<file path="src/rtl/decade_pkg.sv">
`timescale 1ns/1ps
package decade_pkg;
  localparam int DIGIT_W = 4;
  localparam logic [DIGIT_W-1:0] DIGIT_LAST = 4'd9;
  typedef logic [DIGIT_W-1:0] digit_t;
endpackage

</file>
<file path="src/rtl/decade_next.sv">
`timescale 1ns/1ps
// Next-state and update-enable logic for one decimal digit
module decade_next
  import decade_pkg::*;
(
  input  digit_t cur,
  input  digit_t preset,
  input  logic   load_n,
  input  logic   en_par,
  input  logic   en_carry,
  output digit_t nxt,
  output logic   upd
);
  logic step;

  always_comb begin
    step = en_par && en_carry;
    upd  = !load_n || step;
    if (!load_n) begin
      nxt = preset;
    end else if (cur >= DIGIT_LAST) begin
      // 9 wraps; illegal codes 10..15 recover to 0
      nxt = '0;
    end else begin
      nxt = cur + digit_t'(1);
    end
  end
endmodule

</file>
<file path="src/rtl/decade_stage.sv">
`timescale 1ns/1ps
// One BCD digit: register, next-state logic and terminal count
module decade_stage
  import decade_pkg::*;
(
  input  logic   clk,
  input  logic   clr_n,
  input  logic   load_n,
  input  logic   en_par,
  input  logic   en_carry,
  input  digit_t preset,
  output digit_t q,
  output logic   tc
);
  digit_t q_r;
  digit_t q_nxt;
  logic   q_upd;

  decade_next u_next (
    .cur      (q_r),
    .preset   (preset),
    .load_n   (load_n),
    .en_par   (en_par),
    .en_carry (en_carry),
    .nxt      (q_nxt),
    .upd      (q_upd)
  );

  always_ff @(posedge clk or negedge clr_n) begin
    if (!clr_n) begin
      q_r <= '0;
    end else if (q_upd) begin
      q_r <= q_nxt;
    end
  end

  // Terminal count: carry enable fed forward, independent of en_par
  always_comb begin
    tc = en_carry && (q_r == DIGIT_LAST);
  end

  assign q = q_r;
endmodule

</file>
<file path="src/rtl/decade_chain.sv">
`timescale 1ns/1ps
// N-digit decimal counter built from cascaded BCD stages
module decade_chain
  import decade_pkg::*;
#(
  parameter int N_DIGITS = 3
) (
  input  logic                        clk,
  input  logic                        clr_n,
  input  logic                        load_n,
  input  logic                        cnt_en,
  input  logic                        carry_in,
  input  logic [N_DIGITS*DIGIT_W-1:0] load_val,
  output logic [N_DIGITS*DIGIT_W-1:0] count,
  output logic                        carry_out
);
  localparam int BUS_W = N_DIGITS * DIGIT_W;

  logic [N_DIGITS:0] carry_link;

  assign carry_link[0] = carry_in;

  for (genvar g = 0; g < N_DIGITS; g++) begin : g_digit
    digit_t q_g;

    decade_stage u_stage (
      .clk      (clk),
      .clr_n    (clr_n),
      .load_n   (load_n),
      .en_par   (cnt_en),
      .en_carry (carry_link[g]),
      .preset   (load_val[g*DIGIT_W +: DIGIT_W]),
      .q        (q_g),
      .tc       (carry_link[g+1])
    );

    assign count[g*DIGIT_W +: DIGIT_W] = q_g;
  end

  assign carry_out = carry_link[N_DIGITS];

  initial begin
    if (BUS_W != N_DIGITS * 4) $display("decade_chain: unexpected digit width");
  end
endmodule

</file>
<file path="config.mk">
export PLATFORM = sky130hd
export DESIGN_NAME = decade_chain
export DESIGN_NICKNAME = d
export VERILOG_FILES = /design/src/rtl/decade_pkg.sv /design/src/rtl/decade_next.sv /design/src/rtl/decade_stage.sv /design/src/rtl/decade_chain.sv
export SDC_FILE = /design/constraint.sdc
export NUM_CORES = 1
export LEC_CHECK = 0
export BUFFER_PORTS_ARGS = -buffer_cell sky130_fd_sc_hd__buf_4
export CAP_MARGIN = 15
export CORE_UTILIZATION = 49
export DETAILED_ROUTE_END_ITERATION = 7
export PLACE_DENSITY = 0.87
export SYNTH_ARGS = -nofsm -noshare
export SYNTH_HDL_FRONTEND = slang
export SYNTH_HIERARCHICAL = 1
export SYNTH_SLANG_ARGS = --single-unit
</file>
<file path="constraint.sdc">
create_clock -name clk -period 2.5 [get_ports clk]
set_clock_uncertainty 0.2 [all_clocks]
set_input_delay 0.375 -clock clk [delete_from_list [all_inputs] [get_ports clk]]
set_output_delay 0.375 -clock clk [all_outputs]
set_load 0.05 [all_outputs]
</file>
==> flow_metrics.env <==
export IMPL_stdcell_area_sq_um=1160
export IMPL_critical_path_arrival_ns=1.74
export IMPL_vias_per_cell=5.12
export IMPL_p_seq_frac=0.352
export IMPL_post_route_drc_count=0
export IMPL_num_rows=14
export IMPL_max_cap_viol_count=0
export IMPL_postCtsResizedCells=0
export IMPL_die_area_sq_um=1970
export IMPL_avgRoutedWirePerCell_um=11.8
export IMPL_worst_path_max_fanout=6
export IMPL_coreArea_sq_um=1590
export IMPL_fin_util=0.731
export IMPL_dpl_hpwl_um=1350
export IMPL_p_sw_frac=0.468
export IMPL_combPwrFrac=0.519
export IMPL_worst_slew_margin_rel=0.824
export IMPL_cts_setup_buffers=0
export IMPL_drive_above_1_share=0.372
export IMPL_endpoint_kind="output pin"
export IMPL_p_int_mw=0.487
export IMPL_syn_inst=96
export IMPL_htreeDepth=1
export IMPL_holdCritPathClass="input port to asynchronous set/reset pin"
export IMPL_synthDistinctLibCells=13
export IMPL_drtAntennaViolNets=0
export IMPL_clock_latency_ns=0.27
export IMPL_track_usage=0.219
export IMPL_worstSetupStartpointType="register"
export IMPL_finalCritPeriodShare=0.927
export IMPL_drtIter0Drc=11
export IMPL_antenna_found_initial=0
export IMPL_synth_top_family_by_area="simple AND/OR/NAND/NOR gates"
export IMPL_p_per_area_nw_per_um2=786
export IMPL_yosysSeqAreaShare=0.340
export IMPL_hold_viol_final=0
export IMPL_cp_common_cell="nand4b_1"
export IMPL_switching_power_mw=0.429
export IMPL_slowest_stage="dfrtp_1"
export IMPL_io_pins=30
export IMPL_min_period_ns=2.32
export IMPL_synth_warnings=6
export IMPL_cts_tree="built"
export IMPL_synth_mux_area_frac=0.153
export IMPL_max_freq_mhz=432
export IMPL_cpPeakStageDelay_ns=0.45
export IMPL_finalSetupTns_ns=0
export IMPL_gp_congestion=0.847
export IMPL_holdWs_ns=0.273
export IMPL_p_leak_nw=0.600
export IMPL_pwr_share_clk=0.129
export IMPL_first_pass_iters=4
export IMPL_synth_compound_gate_area_share=0.102
export IMPL_outcome="complete, no violations"
export IMPL_dpl_worst_slack_ns=0.484
export IMPL_yosys_area_share_adder=0.128
export IMPL_start_util=0.553
export IMPL_synth_xor_area_share=0.0298
export IMPL_avgSynthCellArea_sq_um=9.19
export IMPL_synth_simple_area_share=0.157
export IMPL_rr_endpoint="g_digit[2].u_stage/q[3]"
export IMPL_synth_seq_cells=12
export IMPL_rsz0062_at_grt="no"
export IMPL_synthesis_nets=122
export IMPL_stdcell_count=153
export IMPL_peakVddDrop_uv=542
export IMPL_critPathKind="register to output pin"
export IMPL_clock_root_buffer="clkbuf_4"
export IMPL_startpoint="g_digit[0].u_stage/q[2]"
export IMPL_die_h_um=44.4
export IMPL_r2r_setup_slack_ns=0.55
export IMPL_tightest_slew_ns=0.264
export IMPL_io_buffers=29
export IMPL_path_clk_slew_ns=0.07
export IMPL_numClockSinks=12
export IMPL_cp_required_ns=1.92
export IMPL_cts_buffer_depth=2
export IMPL_slew_violations=0
export IMPL_place_inst=149
export IMPL_largest_reg_flops=12
export IMPL_via_count=783
export IMPL_grt_pass1_vias=747
export IMPL_syn_area_sq_um=882
export IMPL_diodes=0
export IMPL_total_power_mw=0.915
export IMPL_grt_max_degree=22
export IMPL_setup_viol=0
export IMPL_reg2reg_from="g_digit[0].u_stage/q[2]"
export IMPL_place_area_sq_um=1130
export IMPL_endpoint="carry_out"
export IMPL_grt_pass1_wl_um=3120
export IMPL_setup_ws_ns=0.183
export IMPL_drt_total_wl_um=1810
export IMPL_worstPathCellList="nand4b_1 -> nor2_1 -> nand4b_1 -> nor2_1 -> nand4b_1 -> nor2_2 -> buf_4"
export IMPL_syn_to_final_growth_pct=32.1
export IMPL_die_w_um=44.4
export IMPL_cts_buffers=3
export IMPL_nets=157
export IMPL_reg2reg_depth=7
export IMPL_grt_overflow=0
export IMPL_nFillCells=110
cell usage in the layout, fill, tap and decap left out, types with 5 or more instances in the layout:
cell     instances
buf_4           29
dfrtp_1         12
ha_1             9
inv_1           21
mux2_2          12
nand2_1          9
nor2_1           5
o22ai_1          9
critical path: cells and delay by family (launching register included):
kind / cells / cell delay (ns)
flops: 1 / 0.45
simple gates: 6 / 0.83
buf+inv: 1 / 0.20
Yosys cell counts:
| cell | count | share of area |
|---|---|---|
| a31oi_1 | 3 | 0.021 |
| dfrtp_1 | 12 | 0.34 |
| ha_1 | 9 | 0.13 |
| inv_1 | 21 | 0.089 |
| mux2_2 | 12 | 0.15 |
| nand2_1 | 9 | 0.038 |
| nand4_1 | 3 | 0.021 |
| nand4b_1 | 3 | 0.030 |
| nor2_1 | 6 | 0.026 |
| nor3b_2 | 3 | 0.043 |
| o21ai_1 | 3 | 0.017 |
| o22ai_1 | 9 | 0.064 |
| xnor2_1 | 3 | 0.030 |
kinds of logic (layout without fill, tap and decap cells):
| logic type | count (synthesis) | count (layout) |
|---|---|---|
| buf+inv | 21 | 54 |
| flops | 12 | 12 |
| mux | 12 | 12 |
| simple gates | 24 | 24 |
| xor+xnor | 3 | 3 |
| fa+ha+maj | 9 | 9 |
| compound gates | 15 | 15 |
area by class of cell:
type / count / area [sq um] / area share
Timing Repair Buffer: 30 / 228 / 0.195
Inverter: 21 / 78.8 / 0.0677
Clock buffer: 3 / 22.5 / 0.0193
Sequential cell: 12 / 300 / 0.258
Tap cell: 24 / 30.0 / 0.0258
Multi-Input combinational cell: 63 / 505 / 0.434
per-layer routing:
layer | up-vias | GRT usage | part of all wire
met2 | 18 | 0.382 | 0.52
met3 | 0 | 0.0612 | 0.046
met5 | - | 0 | 0
li1 | 396 | - | -
met1 | 369 | 0.257 | 0.44
met4 | 0 | 0.0727 | 0
worst min-delay path by stage:
stage	from	end	slack [ns]	cells after the start
5_1_grt	clr_n	g_digit[2].u_stage/q[0]	0.27	2
6_report	clr_n	g_digit[2].u_stage/q[1]	0.27	2
2_1_floorplan	clr_n	g_digit[0].u_stage/q[0]	-0.12	0
3_5_place_dp	clr_n	g_digit[2].u_stage/q[1]	0.02	1
4_1_cts	clr_n	g_digit[2].u_stage/q[0]	0.27	2
3_3_place_gp	clr_n	g_digit[2].u_stage/q[1]	0.02	1
power groups by stage:
stage	Clock (mW)	Sequential, mW	Combinational, mW
after floorplan	0	0.470	0.181
after global placement	0	0.319	0.465
after detailed placement	0	0.324	0.476
after CTS	0.124	0.321	0.480
after global routing	0.133	0.334	0.514
final	0.118	0.322	0.475
repair_timing:
action,4_1_cts,5_1_grt
setup endpoints to repair,0,0
endpoints found under the hold margin,12,0
hold buffers,1,0
No activity file was read; power rests on OpenSTA's default activity.
